## config.mk

```make
export PLATFORM = sky130hd
export DESIGN_NAME = desc_ring_walker
export DESIGN_NICKNAME = d
export VERILOG_FILES = /design/src/rtl/rw_pkg.sv /design/src/rtl/rw_slot_ptr.sv /design/src/rtl/rw_desc_regs.sv /design/src/rtl/rw_wb_fmt.sv /design/src/rtl/desc_ring_walker.sv
export SDC_FILE = /design/constraint.sdc
export NUM_CORES = 1
export LEC_CHECK = 0
export ABC_AREA = 1
export CAP_MARGIN = 25
export CORE_ASPECT_RATIO = 2
export CORE_MARGIN = 1
export CORE_UTILIZATION = 45
export CTS_CLUSTER_DIAMETER = 80
export DETAILED_ROUTE_END_ITERATION = 10
export DONT_BUFFER_PORTS = 1
export GPL_TIMING_DRIVEN = 0
export PLACE_DENSITY = 0.58
export SLEW_MARGIN = 20
export SYNTH_ARGS = -nofsm -noshare
export SYNTH_HDL_FRONTEND = slang
export SYNTH_SLANG_ARGS = --single-unit
```

## constraint.sdc

```tcl
create_clock -name clk -period 7.75 [get_ports clk]
set_clock_uncertainty 0.1 [all_clocks]
set_input_delay 1.55 -clock clk [delete_from_list [all_inputs] [get_ports clk]]
set_output_delay 1.55 -clock clk [all_outputs]
set_load 0.01 [all_outputs]
```

## src/rtl/rw_pkg.sv

```systemverilog
// Package: shared widths, descriptor field positions, walker states and the
// captured descriptor type used by the ring walker.
package rw_pkg;
    localparam int unsigned ADDR_W   = 48;
    localparam int unsigned WORD_W   = 32;
    localparam int unsigned LEN_W    = 27;
    localparam int unsigned HI_W     = 16;
    localparam int unsigned OWN_BIT  = 31;
    localparam int unsigned IRQ_BIT  = 30;
    localparam int unsigned OK_BIT   = 30;
    localparam int unsigned RDF_BIT  = 29;
    localparam int unsigned WRF_BIT  = 28;
    localparam int unsigned SLOT_SH  = 4;   // 16 bytes per slot

    typedef enum logic [2:0] {
        ST_IDLE, ST_RD0, ST_RD1, ST_RD2, ST_RD3, ST_MOVE, ST_WB
    } rw_state_e;

    typedef struct packed {
        logic [ADDR_W-1:0] dst;
        logic [ADDR_W-1:0] src;
        logic [LEN_W-1:0]  len;
        logic              irq;
    } rw_desc_t;
endpackage

```

## src/rtl/rw_slot_ptr.sv

```systemverilog
// Slot pointer: holds the index of the next slot to visit, loads it on
// request, steps it with wrap-around, and forms the slot byte address.
// Assumes ring_slots >= 1; an index at or past the count wraps to 0.
module rw_slot_ptr #(
    parameter int unsigned SLOT_W = 12
) (
    input  logic                      clk,
    input  logic                      rst_n,
    input  logic [rw_pkg::ADDR_W-1:0] base,
    input  logic [SLOT_W-1:0]         slots,
    input  logic                      load,
    input  logic [SLOT_W-1:0]         load_idx,
    input  logic                      advance,
    output logic [SLOT_W-1:0]         idx,
    output logic [rw_pkg::ADDR_W-1:0] slot_addr
);
    import rw_pkg::*;

    logic at_last;

    // Last slot when the following index reaches the count.
    assign at_last = ({1'b0, idx} + 1'b1) >= {1'b0, slots};

    // Pointer register: load, step or wrap.
    always_ff @(posedge clk) begin
        if (!rst_n)
            idx <= '0;
        else if (load)
            idx <= load_idx;
        else if (advance)
            idx <= at_last ? '0 : idx + 1'b1;
    end

    // Byte address of the current slot.
    assign slot_addr = base + (ADDR_W'(idx) << SLOT_SH);

    p_wrap_r8: assert property (@(posedge clk) disable iff (!rst_n)
        (advance && !load && slots != '0 && idx == slots - 1'b1) |=> idx == '0);
    p_step_r9: assert property (@(posedge clk) disable iff (!rst_n)
        (advance && !load && !at_last) |=> idx == $past(idx) + 1'b1);
endmodule

```

## src/rtl/rw_desc_regs.sv

```systemverilog
// Descriptor capture: stores the fields of the slot being processed as its
// four words arrive. Assumes one word per capture strobe, selected by sel.
module rw_desc_regs (
    input  logic                      clk,
    input  logic                      rst_n,
    input  logic                      cap,
    input  logic [1:0]                sel,
    input  logic [rw_pkg::WORD_W-1:0] rdata,
    output rw_pkg::rw_desc_t          desc
);
    import rw_pkg::*;

    // Field capture by word position inside the slot.
    always_ff @(posedge clk) begin
        if (!rst_n) begin
            desc <= '0;
        end else if (cap) begin
            case (sel)
                2'd0: begin
                    desc.len <= rdata[LEN_W-1:0];
                    desc.irq <= rdata[IRQ_BIT];
                end
                2'd1: begin
                    desc.dst[ADDR_W-1 -: HI_W] <= rdata[HI_W-1:0];
                    desc.src[ADDR_W-1 -: HI_W] <= rdata[WORD_W-1 -: HI_W];
                end
                2'd2: desc.dst[WORD_W-1:0] <= rdata;
                default: desc.src[WORD_W-1:0] <= rdata;
            endcase
        end
    end
endmodule

```

## src/rtl/rw_wb_fmt.sv

```systemverilog
// Completion word builder: combines the requested length, the bytes moved
// and the two error flags into the word written back over slot word 0.
// Residue saturates at zero when the mover reports more than requested.
module rw_wb_fmt (
    input  logic [rw_pkg::LEN_W-1:0]  len,
    input  logic [rw_pkg::LEN_W-1:0]  moved,
    input  logic                      rd_err,
    input  logic                      wr_err,
    output logic [rw_pkg::WORD_W-1:0] word
);
    import rw_pkg::*;

    logic [LEN_W-1:0] residue;

    // Bytes left over, never negative.
    assign residue = (moved >= len) ? '0 : len - moved;

    // Pack status bits and residue.
    always_comb begin
        word = '0;
        word[LEN_W-1:0] = residue;
        word[OK_BIT]    = !(rd_err || wr_err);
        word[RDF_BIT]   = rd_err;
        word[WRF_BIT]   = wr_err;
        word[OWN_BIT]   = 1'b0;
    end
endmodule

```

## src/rtl/desc_ring_walker.sv

```systemverilog
// Ring walker top: sequences slot reads, the copy command and the
// completion write-back, and raises the three event pulses.
// Assumes memory and mover hold their responses for one cycle each and
// never acknowledge without a pending request.
module desc_ring_walker #(
    parameter int unsigned SLOT_W = 12
) (
    input  logic                      clk,
    input  logic                      rst_n,
    input  logic [rw_pkg::ADDR_W-1:0] ring_base,
    input  logic [SLOT_W-1:0]         ring_slots,
    input  logic                      ptr_load,
    input  logic [SLOT_W-1:0]         ptr_slot,
    input  logic                      start,
    output logic                      mem_req,
    output logic                      mem_we,
    output logic [rw_pkg::ADDR_W-1:0] mem_addr,
    output logic [rw_pkg::WORD_W-1:0] mem_wdata,
    input  logic                      mem_ack,
    input  logic [rw_pkg::WORD_W-1:0] mem_rdata,
    output logic                      mv_req,
    output logic [rw_pkg::ADDR_W-1:0] mv_dst,
    output logic [rw_pkg::ADDR_W-1:0] mv_src,
    output logic [rw_pkg::LEN_W-1:0]  mv_len,
    input  logic                      mv_done,
    input  logic [rw_pkg::LEN_W-1:0]  mv_moved,
    input  logic                      mv_rd_err,
    input  logic                      mv_wr_err,
    output logic                      done_evt,
    output logic                      inv_evt,
    output logic                      err_evt,
    output logic                      idle
);
    import rw_pkg::*;

    rw_state_e        state;
    rw_desc_t         desc;
    logic [SLOT_W-1:0] cur_idx;
    logic [ADDR_W-1:0] slot_addr;
    logic [1:0]       word_sel;
    logic             is_read;
    logic             cap;
    logic             adv;
    logic             load;
    logic [LEN_W-1:0] res_moved;
    logic             res_rd;
    logic             res_wr;
    logic             res_err;

    assign idle    = (state == ST_IDLE);
    assign is_read = (state == ST_RD0) || (state == ST_RD1) ||
                     (state == ST_RD2) || (state == ST_RD3);
    assign load    = idle && ptr_load;
    assign cap     = is_read && mem_ack;
    assign adv     = (state == ST_WB) && mem_ack;
    assign res_err = res_rd || res_wr;

    // Word offset inside the slot for the current access.
    always_comb begin
        case (state)
            ST_RD1:  word_sel = 2'd1;
            ST_RD2:  word_sel = 2'd2;
            ST_RD3:  word_sel = 2'd3;
            default: word_sel = 2'd0;
        endcase
    end

    rw_slot_ptr #(.SLOT_W(SLOT_W)) u_ptr (
        .clk       (clk),
        .rst_n     (rst_n),
        .base      (ring_base),
        .slots     (ring_slots),
        .load      (load),
        .load_idx  (ptr_slot),
        .advance   (adv),
        .idx       (cur_idx),
        .slot_addr (slot_addr)
    );

    rw_desc_regs u_desc (
        .clk   (clk),
        .rst_n (rst_n),
        .cap   (cap),
        .sel   (word_sel),
        .rdata (mem_rdata),
        .desc  (desc)
    );

    rw_wb_fmt u_fmt (
        .len    (desc.len),
        .moved  (res_moved),
        .rd_err (res_rd),
        .wr_err (res_wr),
        .word   (mem_wdata)
    );

    // Memory and mover request outputs derived from the state.
    assign mem_req  = is_read || (state == ST_WB);
    assign mem_we   = (state == ST_WB);
    assign mem_addr = slot_addr + ADDR_W'({word_sel, 2'b00});
    assign mv_req   = (state == ST_MOVE);
    assign mv_dst   = desc.dst;
    assign mv_src   = desc.src;
    assign mv_len   = desc.len;

    // Walk sequencer with registered event pulses.
    always_ff @(posedge clk) begin
        if (!rst_n) begin
            state     <= ST_IDLE;
            done_evt  <= 1'b0;
            inv_evt   <= 1'b0;
            err_evt   <= 1'b0;
            res_moved <= '0;
            res_rd    <= 1'b0;
            res_wr    <= 1'b0;
        end else begin
            done_evt <= 1'b0;
            inv_evt  <= 1'b0;
            err_evt  <= 1'b0;
            case (state)
                ST_IDLE: if (start) state <= ST_RD0;
                ST_RD0: if (mem_ack) begin
                    if (mem_rdata[OWN_BIT]) begin
                        state <= ST_RD1;
                    end else begin
                        state   <= ST_IDLE;
                        inv_evt <= 1'b1;
                    end
                end
                ST_RD1: if (mem_ack) state <= ST_RD2;
                ST_RD2: if (mem_ack) state <= ST_RD3;
                ST_RD3: if (mem_ack) state <= ST_MOVE;
                ST_MOVE: if (mv_done) begin
                    res_moved <= mv_moved;
                    res_rd    <= mv_rd_err;
                    res_wr    <= mv_wr_err;
                    state     <= ST_WB;
                end
                ST_WB: if (mem_ack) begin
                    done_evt <= !res_err && desc.irq;
                    err_evt  <= res_err;
                    state    <= res_err ? ST_IDLE : ST_RD0;
                end
                default: state <= ST_IDLE;
            endcase
        end
    end

    p_idle_quiet_r1: assert property (@(posedge clk) disable iff (!rst_n)
        idle |-> (!mem_req && !mv_req));
    p_inv_idle_r3: assert property (@(posedge clk) disable iff (!rst_n)
        inv_evt |-> idle);
    p_mv_hold_r4: assert property (@(posedge clk) disable iff (!rst_n)
        (mv_req && !mv_done) |=> (mv_req && $stable(mv_len) &&
                                  $stable(mv_dst) && $stable(mv_src)));
    p_wb_unowned_r5: assert property (@(posedge clk) disable iff (!rst_n)
        (mem_req && mem_we) |-> !mem_wdata[OWN_BIT]);
    p_one_event_r6: assert property (@(posedge clk) disable iff (!rst_n)
        $onehot0({done_evt, inv_evt, err_evt}));
    p_err_halt_r7: assert property (@(posedge clk) disable iff (!rst_n)
        err_evt |-> idle);
    p_mem_hold_r10: assert property (@(posedge clk) disable iff (!rst_n)
        (mem_req && !mem_ack) |=> (mem_req && $stable(mem_addr) &&
                                   $stable(mem_we) && $stable(mem_wdata)));
endmodule

```

Word level (Yosys, flattened, before mapping)
Cells that the tools add are included.
{"block": "word_totals", "word_cells": 75, "ram_bits": 0, "mem_bits_ro": 0, "latchBits": 0, "memories": 0, "output_inout_bits": 210, "inputBits": 139, "reg_bits": 171}
{"block": "classes", "n_eq_ne": 15, "mul": 0, "shifts": 0, "reduce_logical": 22, "div_mod_pow": 0, "n_bitwise": 1, "magnitude_cmp": 2, "addsub": 5, "n_mux": 16}
{"op": "48-bit by 16-bit adder with 48-bit output", "n": 1}
{"op": "48-bit by 4-bit adder with 48-bit output", "n": 1}
{"op": "12-bit two-way mux", "n": 3}
{"op": "27-bit greater-or-equal comparator", "n": 1}
{"op": "27-bit two-way mux", "n": 1}
{"op": "27-bit subtractor", "n": 1}
{"op": "3-bit two-way mux", "n": 7}
{"op": "3-bit one-hot mux with 7 select lines", "n": 1}
{"op": "12-bit by 1-bit adder with 13-bit output (second input constant)", "n": 1}
{"op": "13-bit by 12-bit greater-or-equal comparator with 1-bit output", "n": 1}
{"op": "12-bit by 1-bit adder with 12-bit output (second input constant)", "n": 1}
{"op": "2-bit inequality test (second input constant)", "n": 5}
{"op": "2-bit AND reduction", "n": 5}
{"op": "3-bit equality test (second input constant)", "n": 3}
{"op": "7-bit AND reduction", "n": 1}
{"op": "3-bit by 2-bit equality test with 1-bit output (second input constant)", "n": 2}
{"op": "2-bit one-hot mux with 3 select lines", "n": 1}
{"op": "3-bit AND reduction", "n": 2}
{"op": "1-bit logical OR", "n": 5}
{"op": "1-bit logical AND", "n": 4}
{"op": "2-bit by 1-bit inequality test with 1-bit output (second input constant)", "n": 2}
{"op": "3-bit by 1-bit equality test with 1-bit output (second input constant)", "n": 1}
{"op": "3-bit logical NOT", "n": 1}
{"op": "3-bit OR reduction", "n": 1}
{"op": "other kinds (8)", "n": 9}

Depth between registers and ports, before layout
Gate-level depths: netlist (run 1).
{"block": "depth", "word_depth": 6, "depth_mapped": 17, "ltp_nobuf": 17}

Cells and area by module
A second synthesis (run 1) with hierarchy kept.
{"block": "unflattened", "cells_unflattened": 2245, "area_unflattened_um2": 13304.0}
{"mod": "rw_desc_regs", "area_each_um2": 5141.2, "seq_area_each_um2": 2482.4, "cells_per_inst": 795, "instances": 1}
{"mod": "rw_slot_ptr", "area_each_um2": 2971.6, "seq_area_each_um2": 240.2, "cells_per_inst": 511, "instances": 1}
{"mod": "desc_ring_walker", "area_each_um2": 2840.2, "seq_area_each_um2": 700.7, "cells_per_inst": 484, "instances": 1}
{"mod": "rw_wb_fmt", "area_each_um2": 2351.0, "seq_area_each_um2": 0.0, "cells_per_inst": 455, "instances": 1}

Worst setup path before layout (run 1)
No wires, ideal clock.
{"block": "synth_path", "path_kind": "input-to-output", "from": "input ring_base[2] (netlist name)", "to": "output mem_addr[22] (netlist name)", "required_ns": 6.100, "n_path_buf": 0, "path_slack_ns": 3.036, "path_stages": 10, "t_arrival_ns": 3.064, "path_cell_list": "ha_1 > fa_1 > nand3_1 > nand3_1 > nand2_1 > nand2_1 > nand2_1 > nand2_1 > nand2_1 > xor2_1"}
{"block": "synth_between", "elab_chain_len": 2}
{"item": "start, declared", "line": "desc_ring_walker.sv:10", "text": "input logic [rw_pkg::ADDR_W-1:0] ring_base,"}
{"item": "48-bit by 16-bit adder with 48-bit output", "line": "rw_slot_ptr.sv:35", "text": "assign slot_addr = base + (ADDR_W'(idx) << SLOT_SH);"}
{"item": "48-bit by 4-bit adder with 48-bit output", "line": "desc_ring_walker.sv:100", "text": "assign mem_addr = slot_addr + ADDR_W'({word_sel, 2'b00});"}
{"item": "end, declared", "line": "desc_ring_walker.sv:17", "text": "output logic [rw_pkg::ADDR_W-1:0] mem_addr,"}
Every way passes these cells.

Worst setup path after layout (run 1)
{"block": "layout_path", "from": "input ring_base[12] (netlist name)", "to": "output mem_addr[25] (netlist name)"}
The elaborated chain is that of the path after synthesis.

==> results of run 1 <==
-- area by class of cell --
class | count | area (um2) | share of cell area (%)
Multi-Input combinational cell | 1326 | 6454 | 49.66
Inverter | 234 | 878.3 | 6.758
Sequential cell | 171 | 3423 | 26.34
Antenna cell | 3 | 7.507 | 0.05776
Clock inverter | 14 | 162.7 | 1.252
Clock buffer | 18 | 429.2 | 3.302
Tap cell | 344 | 430.4 | 3.312
Buffer | 190 | 1211 | 9.319
-- cell families (layout without fill, tap and decap cells) --
logic type                 after synthesis  after routing
xor gates and xnor gates                44             44
DFF                                    171            171
AOI/OAI and AO/OA                      274            274
buffers and inverters                  424            456
other                                    1              5
adders and majority gates               56             56
and+or+nand+nor                        950            950
-- state kept, by name, indices dropped and copies added, names as in the netlist, 3 cells and up --
register	count
res_moved	27
u_desc.desc	124
state	3
u_ptr.idx	12
-- synth_stat cells, types with 8 or more instances --
library cell    n
nand2_1       458
xor2_1         29
nor3_1         27
buf_4         130
ha_1           54
clkbuf_1       52
nor2_1        248
xnor2_1        15
a21oi_1       154
nand3_1       171
inv_1         233
o21ai_0       111
buf_2           8
dfxtp_1       171
nand4_1        31
-- layout by cell type (no fill, tap or decap) --
cell type   Yosys  routed
conb_1          1       2
nand4_1        31      31
nor2_1        248     248
nand3b_1        4       4
nor3_2          4       4
inv_8           0       3
o211ai_1        2       2
o21a_1          1       1
clkbuf_1       52      53
nand3_1       171     171
clkbuf_16       0      17
fa_1            2       2
a21o_1          2       2
a21oi_1       154     154
xor2_1         29      29
or2_2           3       3
buf_2           8       8
xnor2_1        15      15
nor2_2          1       1
nand2_2         1       1
o21bai_1        4       4
inv_6           0       1
dfxtp_1       171     171
inv_1         233     233
ha_1           54      54
diode_2         0       3
clkinv_4        0       4
clkinvlp_4      0       3
bufinv_16       0       1
nor3_1         27      27
inv_2           1       1
nor3b_1         2       2
nand2_1       458     458
clkinv_8        0       2
buf_4         130     130
o21ai_0       111     111
-- where the power goes --
group	switching [W]	internal [W]	leakage, nW	total, W
Combinational	0.00144	0.000656	4.75	0.00210
Sequential	0.0000916	0.000978	1.39	0.00107
Clock	0.000403	0.000457	0.278	0.000860
-- per-stage QoR --
step	total power, W	instance area, um2
finish	0.004028	13000
global route	0.004357	13000
CTS	0.004041	12990
detailed placement	0.003176	12400
global placement	0.003158	12400
floorplan	0.002659	11970
-- worst max-delay path by stage --
stage          depth (start not counted)            to                  start  slack [ns]
2_1_floorplan                         10  mem_addr[22]           ring_base[2]        3.04
3_3_place_gp                          10  mem_addr[22]           ring_base[2]        2.68
3_5_place_dp                          10  mem_addr[22]           ring_base[2]        2.69
4_1_cts                               10  mem_addr[22]           ring_base[2]        2.69
5_1_grt                               14  mem_addr[34]  state[1]$_SDFFE_PN0P_        2.51
6_report                               7  mem_addr[25]          ring_base[12]        2.66
-- critical path: stages --
cell,delay [ns]
ha_1,0.33
a21oi_1,0.34
o21ai_0,0.21
a21oi_1,0.24
nand2_1,0.29
nand2_1,0.21
xor2_1,0.26
-- routing by layer --
metal,wire length [um],share of wire (%),track usage (%)
met5,13,0.031,0
met4,3015,7.2,21.95
met3,2534,6.0,6.721
met2,22000,52,56.47
met1,14450,34,29.18
==> results by group, run 1 <==
Synth
  • Mean area per synthesized cell: between 6 and 7 um2
  • Mux cell area share after synthesis: 0%
  • Netlist cell types: 28
  • Largest family of logic cells by synthesized area: simple AND/OR/NAND/NOR gates
  • Async S/R FF share, synth: 0%
  • Main flop type after synthesis: dfxtp_1
  • Yosys top cell by area: dfxtp_1
  • Mapped cell area: between 10,000 and 15,000 um2
  • Synth Area in XOR/XNOR: between 3 and 4%
  • Post-synth top area share: 28.62%
  • Post-synth EDFFs: 0
  • Mapped Cells: 1,920
  • Adder-cell share of the synthesized area: 5.983%
  • Complex-gate fraction of the synthesized area: 11.65%
  • Yosys warnings: 0
  • Flops & latches, synth: 171
  • Post-synthesis sequential area ratio: 28.62%
  • Area contributors post-synth: dfxtp_1 29%, nand2_1 14%, buf_4 8.2%, nor2_1 7.8%, inv_1 7.3%
  • Post-synthesis simple-gate area fraction: 33.03%

Route
  • WL/cell: 18.26 um
  • Via/cell ratio: 5.261
  • Drt total wl: about 42 mm
  • Post-DRT Antenna Nets: 0
  • 1st-iter DRT viols: between 500 and 600
  • # DRC: 0
  • Router iterations before antenna repair: 5
  • Routed vias: 12.10k

Min path
  • HP Start: u_desc.desc[0]$_SDFFE_PN0P_
  • WHS Path Cells: 2
  • Hold EP: done_evt$_SDFF_PN0_
  • Worst Hold Class: flip-flop to flip-flop

Timing
  • Final Worst Setup Slack: 2.659 ns
  • Hold slack: 0.3569 ns
  • Final Hold Vio Count: 0
  • Max Clock Freq: 196.4 MHz
  • Worst slew pin tran: 0.8577 ns
  • Setup TNS: 0 ns
  • Max transition margin: 42.38%
  • Final worst path period need: 5.091 ns
  • Fin. max-slew vios: 0
  • Final setup fails: 0
  • RSZ-0062 raised after global routing: no
  • Part of the cycle the worst path needs: 65.69%

Die
  • Core area: 26,170 um2
  • Die area: 27,280 um2
  • Die Width: 117.3 um
  • Starting Density: between 40% and 50%
  • Ports: about 350
  • FP Rows: 84
  • Chip Height: 232.6 um

Placed design
  • IO Port Bufs: 0
  • Last weighted congestion value of the routability-driven placer: 0.9195
  • Cell count after placement: approximately 2.3k
  • Post-DP HPWL: 35.19 mm
  • Worst slack, placed: 2.691 ns

Clocking
  • Root cell of the clock tree: clkbuf_16
  • TritonCTS clock tree: yes
  • Resized Gates After CTS: 0
  • Clk slew on worst S/H paths: 0.07 ns
  • Clock insertion delay at the later pin of the skew report: 0.43 ns
  • Hold_buf cts: 0
  • CTS Buffer Depth: 2
  • Postcts setup bufs: 0
  • Clk sinks: 171
  • H-Tree Depth: 4
  • CTS buffer count: 17

GRT
  • Initial antenna violation count: 4
  • Global-route wire length before repair: 62.10 mm
  • Largest net degree at the start of global routing: 18
  • Gr usage total: 30.75%
  • Gr ovfl total: 0
  • Vias in the first global route: 11.59k

Setup path
  • Crit start category: input pin
  • Worst r2r src: u_ptr.idx[0]$_SDFFE_PN0P_
  • Crit path DAT: 3.44 ns
  • Crit path capture type: output pin
  • FF-to-FF End: u_ptr.idx[10]$_SDFFE_PN0P_
  • R2R Setup Slk: 4.69 ns
  • Critical Path RT: 6.10 ns
  • Crit Path Class: input pin to output pin
  • Register-to-Register Path Depth: 17
  • CP max FO: 7

Layout
  • Nets@finish: approximately 2.1k
  • Synth-to-layout area growth: 8.639%
  • Ratio of cells with drive above 1 in the final layout: 9.165%
  • Post-Route Utilization: between 40 and 50%
  • Fillers: 2,812
  • Final Non-Filler Cells: 2,300

Power
  • Worst VDD drop: 215.0 uV
  • Lkg Pwr: 6.416 nW
  • PD cells: ~310 nW/um2

Run
  • Number of max-cap violations: 0

Run status
  • Status: finished, final reports clean
No activity file was read; power rests on OpenSTA's default activity.
==> run 2: changes to the inputs <==
--- a/config.mk
+++ b/config.mk
@@ -14,7 +14,7 @@
 export DETAILED_ROUTE_END_ITERATION = 10
 export DONT_BUFFER_PORTS = 1
 export GPL_TIMING_DRIVEN = 0
-export PLACE_DENSITY = 0.58
+export PLACE_DENSITY = 0.6
 export SLEW_MARGIN = 20
 export SYNTH_ARGS = -nofsm -noshare
 export SYNTH_HDL_FRONTEND = slang
==> constraint.sdc (replaced) <==
create_clock -name clk -period 4.6 [get_ports clk]
set_clock_uncertainty 0.1 [all_clocks]
set_input_delay 0.92 -clock clk [delete_from_list [all_inputs] [get_ports clk]]
set_output_delay 0.92 -clock clk [all_outputs]
set_load 0.01 [all_outputs]
==> run 2 against run 1 <==
  * Setup slack got worse by 2.4 ns
  * Sequential cell count did not move
  * First-iteration DRC count rose by 10%
  * Critical path depth is 6 higher
  * Clock power is 70% higher
  * Highest routed layer is now met4
==> results by group, run 2 (synthesis gave the netlist of run 1 again) <==
Run status
  • Status: finished, final reports clean

Timing
  • Final setup fails: 0
  • Part of the cycle the worst path needs: between 90% and 100%
  • Fin. max-slew vios: 0
  • Worst slew pin tran: 0.9740 ns
  • Max Clock Freq: approximately 230 MHz
  • Max transition margin: roughly a third
  • Hold slack: ~0.36 ns
  • RSZ-0062 raised after global routing: no
  • Final worst path period need: roughly 4.3 ns
  • Setup TNS: 0 ns
  • Final Hold Vio Count: 0

GRT
  • Global-route wire length before repair: 63.88 mm
  • Gr ovfl total: 0
  • Initial antenna violation count: 2
  • Vias in the first global route: 11.86k
  • Gr usage total: between 30% and 40%
  • Largest net degree at the start of global routing: 17

Min path
  • Worst Hold Class: flip-flop to flip-flop
  • Hold EP: res_moved[12]$_SDFFE_PN0P_
  • WHS Path Cells: 2
  • HP Start: res_moved[12]$_SDFFE_PN0P_

Route
  • Post-DRT Antenna Nets: 0
  • # DRC: 0
  • Router iterations before antenna repair: 7
  • Drt total wl: 42.48 mm
  • Via/cell ratio: 5.288
  • 1st-iter DRT viols: 605
  • Routed vias: 12.16k
  • WL/cell: 18.47 um

Power
  • Overall Power: between 0.006 and 0.007 W
  • PD cells: 523.7 nW/um2
  • Worst VDD drop: 383.3 uV
  • Lkg Pwr: 6.423 nW

Layout
  • Most common cell after layout, fill and taps aside: nand2_1
  • Top Registers: u_desc.desc x124, res_moved x27, u_ptr.idx x12
  • Commonest cells after routing, fill and taps aside: 458 x nand2_1, 248 x nor2_1, 233 x inv_1
  • Max reg flops: 124
  • Final Non-Filler Cells: 2,300
  • Nets@finish: 2,135
  • Fillers: 2,765
  • Ratio of cells with drive above 1 in the final layout: under 10%
  • Top reg by flops: u_desc.desc
  • Synth-to-layout area growth: 8.566%

Die
  • Core area: 26,170 um2
  • Chip Height: roughly 230 um
  • FP Rows: 84
  • Die area: 27,280 um2
  • Die Width: 117.3 um
  • Ports: 349
  • Starting Density: ~46%

Setup path
  • FF-to-FF End: u_ptr.idx[9]$_SDFFE_PN0P_
  • Register-to-Register Path Depth: 17
  • CP max FO: 7
  • Crit start category: flip-flop
  • Crit path capture type: output pin
  • Crit path DAT: 3.28 ns
  • Worst r2r src: u_ptr.idx[0]$_SDFFE_PN0P_
  • Critical Path RT: around 3.6 ns
  • Crit Path Class: flip-flop to output pin
  • Worst setup path start: state[0]$_SDFFE_PN0P_
  • R2R Setup Slk: ~1.7 ns

Clocking
  • Clock insertion delay at the later pin of the skew report: ~0.43 ns
  • CTS Buffer Depth: 2
  • Hold_buf cts: 0
  • Clk slew on worst S/H paths: 0.07 ns
  • Clk sinks: 171
  • CTS buffer count: 17
  • Postcts setup bufs: 0
  • Resized Gates After CTS: 0
  • TritonCTS clock tree: yes
  • H-Tree Depth: 4
  • Root cell of the clock tree: clkbuf_16

Placed design
  • Post-DP HPWL: 35.21 mm
  • Last weighted congestion value of the routability-driven placer: 0.9547
  • IO Port Bufs: 0
  • Cell count after placement: 2,265

Run
  • Number of max-cap violations: 0
run 2: worst max-delay path, stage by stage (launching register included):
cell and delay (ns):
dfxtp_1 0.42, inv_1 0.13, nand2_1 0.12, nor2_1 0.14
or2_2 0.38, fa_1 0.50, nand3_1 0.12, nand3_1 0.15
nand2_1 0.11, nand2_1 0.14, nand2_1 0.09, nand2_1 0.14
nand2_1 0.12, xor2_1 0.27
run 2: per-stage QoR:
stage / setup slack (ns) / area [um2] / utilization (%)
after floorplan: 1.146 / 11970 / -
after global placement: 0.6809 / 12400 / 47.37
after detailed placement: 0.6938 / 12400 / 47.37
after CTS: 0.2072 / 12980 / 49.60
after global routing: 0.01158 / 12980 / 49.61
final: 0.2998 / 12990 / 49.63
run 2: metal layers:
metal  part of all wire (%)  wire length (um)  global-route usage, %  up-vias
met3                    6.9              2952                  8.257      151
met1                     34             14350                  28.95     5491
met5                      0                 0                      0        -
li1                       -                 -                      -     6042
met2                     52             22190                  58.27      479
met4                    7.0              2993                  21.40        0
run 2: power by group:
group | switching [W] | internal, W | leakage [nW]
clock | 0.000633 | 0.000824 | 0.284
sequential | 0.000158 | 0.00165 | 1.39
combinational | 0.00243 | 0.00111 | 4.75
run 2: worst max-delay path by stage:
stage | slack, ns | to
final | 0.30 | mem_addr[22]
after floorplan | 1.15 | mem_addr[22]
after detailed placement | 0.69 | mem_addr[34]
after global placement | 0.68 | mem_addr[22]
after CTS | 0.21 | mem_addr[34]
after global routing | 0.01 | mem_addr[34]
run 2: area by class of cell:
type	instances	area, um2	share of cell area [%]
inverter	234	878.3	6.763
clock inverter	11	132.6	1.021
tap	344	430.4	3.314
antenna	3	7.507	0.05780
multi-input combinational	1326	6454	49.69
clock buffer	21	450.4	3.468
sequential	171	3423	26.36
buffer	190	1211	9.326
